**src/rtl/bfp_pkg.sv**
```systemverilog
package bfp_pkg;
    localparam int DEF_W  = 16;
    localparam int DEF_N  = 4;
    localparam int DEF_EW = 8;

    typedef enum logic [1:0] {PH_IDLE, PH_DETECT, PH_NORM} phase_e;

    typedef struct packed {
        logic vld;
        logic last;
    } out_tag_t;

    function automatic int unsigned umin(int unsigned a, int unsigned b);
        return (a < b) ? a : b;
    endfunction
endpackage

```
**src/rtl/bfp_sign_count.sv**
```systemverilog
module bfp_sign_count #(
    parameter int W  = 16,
    parameter int CW = $clog2(W)
) (
    input  logic [W-1:0]  word,
    output logic [CW-1:0] count
);
    logic [W-2:0] diff;

    generate
        for (genvar g = 0; g < W - 1; g++) begin : g_xor
            assign diff[g] = word[g+1] ^ word[g];
        end
    endgenerate

    // highest differing pair wins; none differing gives the full W-1
    always_comb begin
        count = CW'(W - 1);
        for (int i = 0; i < W - 1; i++) begin
            if (diff[i]) count = CW'(W - 2 - i);
        end
    end

    logic [W-1:0] roundtrip;
    always_comb begin
        roundtrip = W'($signed(word << count) >>> count);
        p_lossless_r1: assert (roundtrip == word)
            else $error("sign count too large for word %h", word);
    end
endmodule

```
**src/rtl/bfp_shifter.sv**
```systemverilog
module bfp_shifter #(
    parameter int W  = 16,
    parameter int CW = $clog2(W)
) (
    input  logic [W-1:0]  word,
    input  logic [CW-1:0] amt,
    output logic [W-1:0]  shifted
);
    localparam int NC = 2 ** CW;
    logic [W-1:0] cand [NC];

    generate
        for (genvar g = 0; g < NC; g++) begin : g_copy
            if (g < W) begin : g_live
                assign cand[g] = word << g;
            end else begin : g_pad
                assign cand[g] = '0;
            end
        end
    endgenerate

    assign shifted = cand[amt];
endmodule

```
**src/rtl/bfp_ctrl.sv**
```systemverilog
module bfp_ctrl
    import bfp_pkg::*;
#(
    parameter int W   = 16,
    parameter int N   = 4,
    parameter int EW  = 8,
    parameter int CW  = $clog2(W),
    parameter int NCW = $clog2(N) + 1
) (
    input  logic          clk,
    input  logic          rst,
    input  logic          in_valid,
    input  logic          in_start,
    input  logic [EW-1:0] exp_in,
    input  logic [CW-1:0] cnt_lo,
    input  logic [CW-1:0] cnt_hi,
    output phase_e        phase,
    output logic [CW-1:0] shift_amt,
    output logic [EW-1:0] exp_out,
    output logic          norm_take,
    output logic          norm_last
);
    logic [NCW-1:0] idx;
    logic [CW-1:0]  run_min;
    logic [EW-1:0]  exp_q;

    logic           first, det_fire, det_last;
    logic [CW-1:0]  sample_min, cand_min;
    logic [NCW-1:0] pos;
    logic [EW-1:0]  base_exp;

    always_comb begin
        first      = (phase == PH_IDLE);
        det_fire   = in_valid && ((first && in_start) || phase == PH_DETECT);
        sample_min = CW'(umin(int'(cnt_lo), int'(cnt_hi)));
        cand_min   = first ? sample_min : CW'(umin(int'(run_min), int'(sample_min)));
        pos        = first ? '0 : idx;
        det_last   = det_fire && (pos == NCW'(N - 1));
        base_exp   = first ? exp_in : exp_q;
        norm_take  = in_valid && (phase == PH_NORM);
        norm_last  = norm_take && (idx == NCW'(N - 1));
    end

    always_ff @(posedge clk) begin
        if (rst) begin
            phase     <= PH_IDLE;
            idx       <= '0;
            run_min   <= CW'(W - 1);
            exp_q     <= '0;
            exp_out   <= '0;
            shift_amt <= '0;
        end else if (det_fire) begin
            run_min <= cand_min;
            if (first) exp_q <= exp_in;
            if (det_last) begin
                phase     <= PH_NORM;
                idx       <= '0;
                shift_amt <= cand_min;
                exp_out   <= base_exp - EW'(cand_min);
            end else begin
                phase <= PH_DETECT;
                idx   <= pos + NCW'(1);
            end
        end else if (norm_take) begin
            if (norm_last) begin
                phase <= PH_IDLE;
                idx   <= '0;
            end else begin
                idx <= idx + NCW'(1);
            end
        end
    end

    // running minimum never grows inside a detection pass
    p_min_falls_r2: assert property (@(posedge clk) disable iff (rst)
        (det_fire && phase == PH_DETECT) |=> (run_min <= $past(run_min)));

    // exponent is frozen while a block is being normalized
    p_exp_hold_r4: assert property (@(posedge clk) disable iff (rst)
        (phase == PH_NORM && $past(phase) == PH_NORM) |-> $stable(exp_out));

    // a start marker during normalization does not restart detection
    p_start_ignored_r8: assert property (@(posedge clk) disable iff (rst)
        (phase == PH_NORM && !norm_last) |=> (phase == PH_NORM));
endmodule

```
**src/rtl/bfp_normalizer.sv**
```systemverilog
module bfp_normalizer
    import bfp_pkg::*;
#(
    parameter int W  = DEF_W,
    parameter int N  = DEF_N,
    parameter int EW = DEF_EW
) (
    input  logic          clk,
    input  logic          rst,
    input  logic          in_valid,
    input  logic          in_start,
    input  logic [W-1:0]  in_lo,
    input  logic [W-1:0]  in_hi,
    input  logic [EW-1:0] exp_in,
    output logic          out_valid,
    output logic [W-1:0]  out_lo,
    output logic [W-1:0]  out_hi,
    output logic [EW-1:0] exp_out,
    output logic          done
);
    localparam int CW = $clog2(W);

    logic [W-1:0]  ep_in  [2];
    logic [W-1:0]  ep_sh  [2];
    logic [CW-1:0] ep_cnt [2];
    logic [CW-1:0] shift_amt;
    logic          norm_take, norm_last;
    phase_e        phase;
    out_tag_t      tag_q;

    assign ep_in[0] = in_lo;
    assign ep_in[1] = in_hi;

    generate
        for (genvar e = 0; e < 2; e++) begin : g_ep
            bfp_sign_count #(.W(W), .CW(CW)) u_cnt (
                .word  (ep_in[e]),
                .count (ep_cnt[e])
            );
            bfp_shifter #(.W(W), .CW(CW)) u_sh (
                .word    (ep_in[e]),
                .amt     (shift_amt),
                .shifted (ep_sh[e])
            );
        end
    endgenerate

    bfp_ctrl #(.W(W), .N(N), .EW(EW), .CW(CW)) u_ctrl (
        .clk       (clk),
        .rst       (rst),
        .in_valid  (in_valid),
        .in_start  (in_start),
        .exp_in    (exp_in),
        .cnt_lo    (ep_cnt[0]),
        .cnt_hi    (ep_cnt[1]),
        .phase     (phase),
        .shift_amt (shift_amt),
        .exp_out   (exp_out),
        .norm_take (norm_take),
        .norm_last (norm_last)
    );

    always_ff @(posedge clk) begin
        if (rst) begin
            tag_q  <= '0;
            out_lo <= '0;
            out_hi <= '0;
            done   <= 1'b0;
        end else begin
            tag_q.vld  <= norm_take;
            tag_q.last <= norm_last;
            done       <= tag_q.vld && tag_q.last;
            if (norm_take) begin
                out_lo <= ep_sh[0];
                out_hi <= ep_sh[1];
            end
        end
    end

    assign out_valid = tag_q.vld;

    p_sign_kept_r6: assert property (@(posedge clk) disable iff (rst)
        out_valid |-> (out_lo[W-1] == $past(in_lo[W-1]) && out_hi[W-1] == $past(in_hi[W-1])));

    p_done_after_out_r7: assert property (@(posedge clk) disable iff (rst)
        done |-> ($past(out_valid) && !out_valid));

    p_done_single_r7: assert property (@(posedge clk) disable iff (rst)
        done |=> !done);

    p_out_from_norm_r5: assert property (@(posedge clk) disable iff (rst)
        out_valid |-> ($past(phase) == PH_NORM && $past(in_valid)));
endmodule

```
**config.mk**
```make
export PLATFORM = sky130hd
export DESIGN_NAME = bfp_normalizer
export DESIGN_NICKNAME = d
export VERILOG_FILES = /design/src/rtl/bfp_pkg.sv /design/src/rtl/bfp_sign_count.sv /design/src/rtl/bfp_shifter.sv /design/src/rtl/bfp_ctrl.sv /design/src/rtl/bfp_normalizer.sv
export SDC_FILE = /design/constraint.sdc
export NUM_CORES = 1
export LEC_CHECK = 0
export ABC_AREA = 1
export BUFFER_PORTS_ARGS = -buffer_cell sky130_fd_sc_hd__buf_2
export CORE_MARGIN = 3
export CORE_UTILIZATION = 50
export CTS_CLUSTER_SIZE = 10
export DETAILED_ROUTE_END_ITERATION = 7
export GPL_ROUTABILITY_DRIVEN = 0
export PLACE_DENSITY = 0.73
export SLEW_MARGIN = 30
export SYNTH_ARGS = -nofsm -noshare
export SYNTH_HDL_FRONTEND = slang
export SYNTH_SLANG_ARGS = --single-unit
```
**constraint.sdc**
```tcl
create_clock -name clk -period 6.3 [get_ports clk]
set_clock_uncertainty 0.1 [all_clocks]
set_input_delay 0.945 -clock clk [delete_from_list [all_inputs] [get_ports clk]]
set_output_delay 0.945 -clock clk [all_outputs]
set_load 0.01 [all_outputs]
```
-- Word level (Yosys, flattened, before mapping)
Cells that the tools add are included.
- memory bits (read-only): 0
- bits in registers: 64
- output and inout port bits: 42
- bits in latches: 0
- memories: 0
- memory bits (writable): 0
- reductions and logical operators: 12
- $lt $le $gt $ge: 3
- div/mod/pow operators: 0
- add/sub/neg operators: 3
- multipliers: 0
- shift operators: 0
- bitwise logic cells: 31
- muxes and demuxes: 49
- equality and inequality tests: 4
- operators by type and width (kind ; count):
    $bmux W16 S4 ; 2
    $mux W4 ; 19
    $mux W16 ; 4
    $mux W3 ; 13
    $xor A1 B1 Y1 ; 30
    $mux W2 ; 8
    $lt A4 B4 Y1 ; 2
    $mux W8 ; 1
    $sub A8 B4 Y8 ; 1
    $add A3 B1 Y3 const B ; 2
    $eq A3 B2 Y1 const B ; 2
    $logic_and A1 B1 Y1 ; 6
    $ge A5 B5 Y1 const B ; 1
    $not A4 Y5 ; 1
    $reduce_and A2 Y1 ; 2
    $reduce_bool A2 Y1 ; 2
    $eq A2 B1 Y1 const B ; 1
    $eq A2 B2 Y1 const B ; 1
    $logic_not A2 Y1 ; 1
    $mux W1 ; 2
    $logic_or A1 B1 Y1 ; 1

-- Logic depth before layout (Yosys ltp)
- word-level depth: 22
- depth in mapped cells: 43
- mapped depth without buffers: 43

-- Modules after synthesis
A second synthesis with hierarchy kept.
- cell total of the unflattened synthesis: 851
- area, all modules: 5058.6 um2
- by module, submodules not included (module ; cells each ; sequential area each (um2) ; area each (um2) ; instances):
    bfp_ctrl ; 233 ; 580.6 ; 1695.4 ; 1
    bfp_normalizer ; 212 ; 700.7 ; 1413.9 ; 1
    bfp_shifter ; 151 ; 0.0 ; 696.9 ; 2
    bfp_sign_count ; 52 ; 0.0 ; 277.8 ; 2

-- Worst setup path before layout
OpenSTA, ideal clock, no wires.
- path kind: input -> register
- start point: input in_lo[13]
- end point: register u_ctrl.exp_out[6]
- stages: 22
- data arrival time: 4648 ps
- library setup time: 119 ps
- buffers on the path: 0
- setup slack: 1434 ps
- cells stage by stage: xnor2_1 nand2_1 nor4_1 ha_1 a21oi_1 nand2_4 nand2_1 o21ai_0 ha_1 a211oi_1 nand3_1 and2_1 ha_1 fa_1 nor3_1 a211oi_1 inv_1 nor2_1 nand2_1 a21oi_1 o21ai_0 nand2_1
- word-level cells in the longest chain between the ends: 10
- elaborated cells between the ends (all ways): 11
- classes of those cells: 1 x add/sub; 2 x order compare; 6 x mux; 2 x bitwise
- RTL lines (item ; line ; text):
    start: declaration ; bfp_normalizer.sv:12 ; input logic [W-1:0] in_lo,
    $xor A1 B1 Y1 ; bfp_sign_count.sv:12 ; assign diff[g] = word[g+1] ^ word[g];
    $mux W4 ; bfp_sign_count.sv:20 ; if (diff[i]) count = CW'(W - 2 - i);
    $mux W4 (*) (2 in a row) ; bfp_sign_count.sv:20 ;
    $lt A4 B4 Y1 ; bfp_pkg.sv:14 ; return (a < b) ? a : b;
    $mux W4 (*) ; bfp_pkg.sv:14 ;
    $lt A4 B4 Y1 ; bfp_pkg.sv:14 ;
    $mux W4 ; bfp_pkg.sv:14 ;
    $mux W4 (*) ; bfp_ctrl.sv:36 ; cand_min = first ? sample_min : CW'(umin(int'(run_min), int'(sample_min)));
    net u_ctrl.cand_min[0] ; bfp_ctrl.sv:28 ; logic [CW-1:0] sample_min, cand_min;
    $sub A8 B4 Y8 (*) ; bfp_ctrl.sv:59 ; exp_out <= base_exp - EW'(cand_min);
    end signal: assignment ; bfp_ctrl.sv:59 ;
    end: declaration ; bfp_ctrl.sv:19 ; output logic [EW-1:0] exp_out,
Mark *: on every way through the listed nets, which the timed path passes. The rest lies on a longest branch.
A chain may end at the register's enable or synchronous reset.

-- Worst setup path after layout
Ends and elaborated chain as after synthesis.

==> results.ini <==
[timing]
fmax_mhz=191.8
hold_violations=0
fin_crit_sh_pct=82.75
setup_tns_ps=0
fin_ws_ps=1087
setup_viol=0
rsz0062_at_grt=no
min_period_ps=5213
slew_viol_final=0
tightest_slew_ps=862.0
slew_headroom_pct=42.45

[grt]
grt_pass1_vias=4351
overflow=0
antenna_found_initial=0
grt_max_degree=44
grt_first_pass_wirelength_um=19720
grt_usage_pct=24.20

[flow_run]
drv_cap=0

[clocking]
clk_pin_slew_ps=70
clock_latency_ps=350
post_cts_buffers=0
cts_max_path_buffers=2
cts_tree=built
ctsResizeCount=0
cts_hold_buffers=0
clock_sinks=64
h-tree-depth=3
cts_buffers=9
cts_root_buf=clkbuf_8

[setup_path]
crit_path_max_fanout=5
cp-end-kind=flip-flop
startpoint_type=input port
required_ps=6440
critPathArrivalTime_ps=5360
crit_type=in2reg

[placed_design]
place_inst=881
dpl_worst_slack_ps=737.6
dp_hpwl_um=8923
numPortBuffers=85

[final_layout]
regArea_um2=1281
final_cells=897
final_core_util_pct=60.52
num_antenna_cells=0
nNetsFinal=847
multi_input_area_um2=2793
nFillCells=842
drive_gt1_share_pct=15.53
area_delta_synth_final_pct=14.33

[drt]
wl_per_cell_um=13.25
firstDrtPassIters=5
vias=4802
drt_wl_total_um=11880
drc=0
via_per_inst=5.353
ant_nets=0
drt-initial-drc-count=274

[worst_hold_path]
hp-class=reg2reg

[power_and_ir_drop]
power_density_nw_per_um2=191.7
ir_worst_vdd_mv=0.1262
leakage_uw=0.002557
power.total_uw=982.2

[yosys]
yosys.area.top_type=dfxtp_1
yosysTopAreaCellShare_pct=28.60
synth_cell_types=37
syn_inst=721
ys_seq_area_share_pct=28.60
syn_area_per_cell_um2=6.214
synth_area_um2=4481
synth_warnings=0
yosys-top-cells-area=dfxtp_1, nand2_1, o21ai_0
syn_nets=781
ys_ff_latch=64

[floorplan]
die_x_um=100.7
pin_count=86
start_util_pct=52.93
die_h_um=100.7
core.rowCount=33
fp.dieArea_um2=10130
core-area_um2=8464

[outcome]
status=finished, final reports clean

==> area by class of cell <==
type	count	share of cell area, %
multi-input combinational	547	54.52
tap	105	2.565
sequential	64	25.01
timing repair buffer	90	9.038
clock inverter	6	0.6839
clock buffer	10	2.687
inverter	75	5.496
==> stage by stage <==
stage                     cell area [µm²]  hold WS, ps
after floorplan                      4481        295.2
after global placement               4947        302.2
after detailed placement             4947        302.0
after CTS                            5120        312.6
after global routing                 5122        344.3
final                                5122        311.6
==> layer usage <==
layer	up-vias	global-route usage (%)	wire length, µm
li1	2474	-	-
met1	2151	28.95	4987
met2	143	41.77	5737
met3	34	5.675	805
met4	0	9.326	349
met5	-	0	0
==> cell usage after synthesis (all sizes together) <==
| master | number |
|---|---|
| o21bai | 2 |
| mux2i | 7 |
| a211oi | 2 |
| o221ai | 1 |
| clkinv | 3 |
| nor3 | 4 |
| o21ai | 68 |
| a221o | 1 |
| and2 | 2 |
| buf | 1 |
| a31oi | 11 |
| inv | 72 |
| a2bb2oi | 3 |
| xor2 | 8 |
| o211ai | 9 |
| nand4 | 1 |
| nand3 | 44 |
| a22oi | 6 |
| nor2 | 51 |
| nand2 | 240 |
| fa | 1 |
| a21oi | 43 |
| ha | 15 |
| clkbuf | 34 |
| o311ai | 1 |
| a32oi | 1 |
| or2 | 3 |
| a32o | 2 |
| dfxtp | 64 |
| xnor2 | 17 |
| o21a | 1 |
| o31ai | 1 |
| nor4 | 2 |
==> final timing paths <==
kind	from	endpoint	slack, ps	cells past startpoint
hold / removal	tag_q[0]$_SDFF_PP0_	done$_SDFF_PP0_	310	2
setup reg to reg	u_ctrl.run_min[3]$_SDFFE_PP1P_	u_ctrl.exp_out[6]$_SDFFE_PP0P_	3120	15
hold reg to reg	tag_q[0]$_SDFF_PP0_	done$_SDFF_PP0_	310	2
setup / recovery	in_lo[13]	u_ctrl.exp_out[6]$_SDFFE_PP0P_	1090	23
==> worst max-delay path, cell delays in order <==
cell      delay (ps)
buf_2            130
xnor2_1          280
nand2_1          100
nor4_1           420
ha_1             320
a21oi_1          300
nand2_4          100
nand2_1           60
o21ai_0          130
ha_1             230
a211oi_1         630
nand3_1          210
and2_1           210
ha_1             200
fa_1             410
nor3_1           210
a211oi_1          60
inv_1             80
nor2_1            50
nand2_1           60
a21oi_1           60
o21ai_0           90
nand2_1           60
==> state kept, by name, summed over array words and instances (netlist names) <==
register,flops
tag_q,1
u_ctrl.exp_out,8
u_ctrl.shift_amt,4
out_lo,16
out_valid,1
u_ctrl.exp_q,8
out_hi,16
u_ctrl.phase,2
u_ctrl.run_min,4
u_ctrl.idx,3
done,1
==> cells by family (layout without fill, tap and decap cells) <==
kind of cell,Yosys count,in the layout,synth area share (%)
DFF,64,64,28.60
AOI/OAI and AO/OA,152,152,19.38
buffers and inverters,110,181,9.243
adders and majority gates,16,16,4.636
and+or+nand+nor,347,347,31.70
xor gates and xnor gates,25,25,4.887
muxes,7,7,1.564
==> power breakdown <==
group	leakage [µW]	switching, µW	internal [µW]
Sequential	0.000519	5.28	414
Combinational	0.00195	158	93.2
Clock	0.0000878	162	150
Total	0.00256	325	657
==> cell usage in the layout, fill, tap and decap left out, drive strengths merged, types with 7 or more instances in the layout <==
cell	count
nand2	240
dfxtp	64
xnor2	17
a21oi	43
clkbuf	10
a31oi	11
mux2i	7
o21ai	68
o211ai	9
inv	73
nand3	44
ha	15
nor2	51
buf	90
xor2	8
No activity file was read; power rests on OpenSTA's default activity.
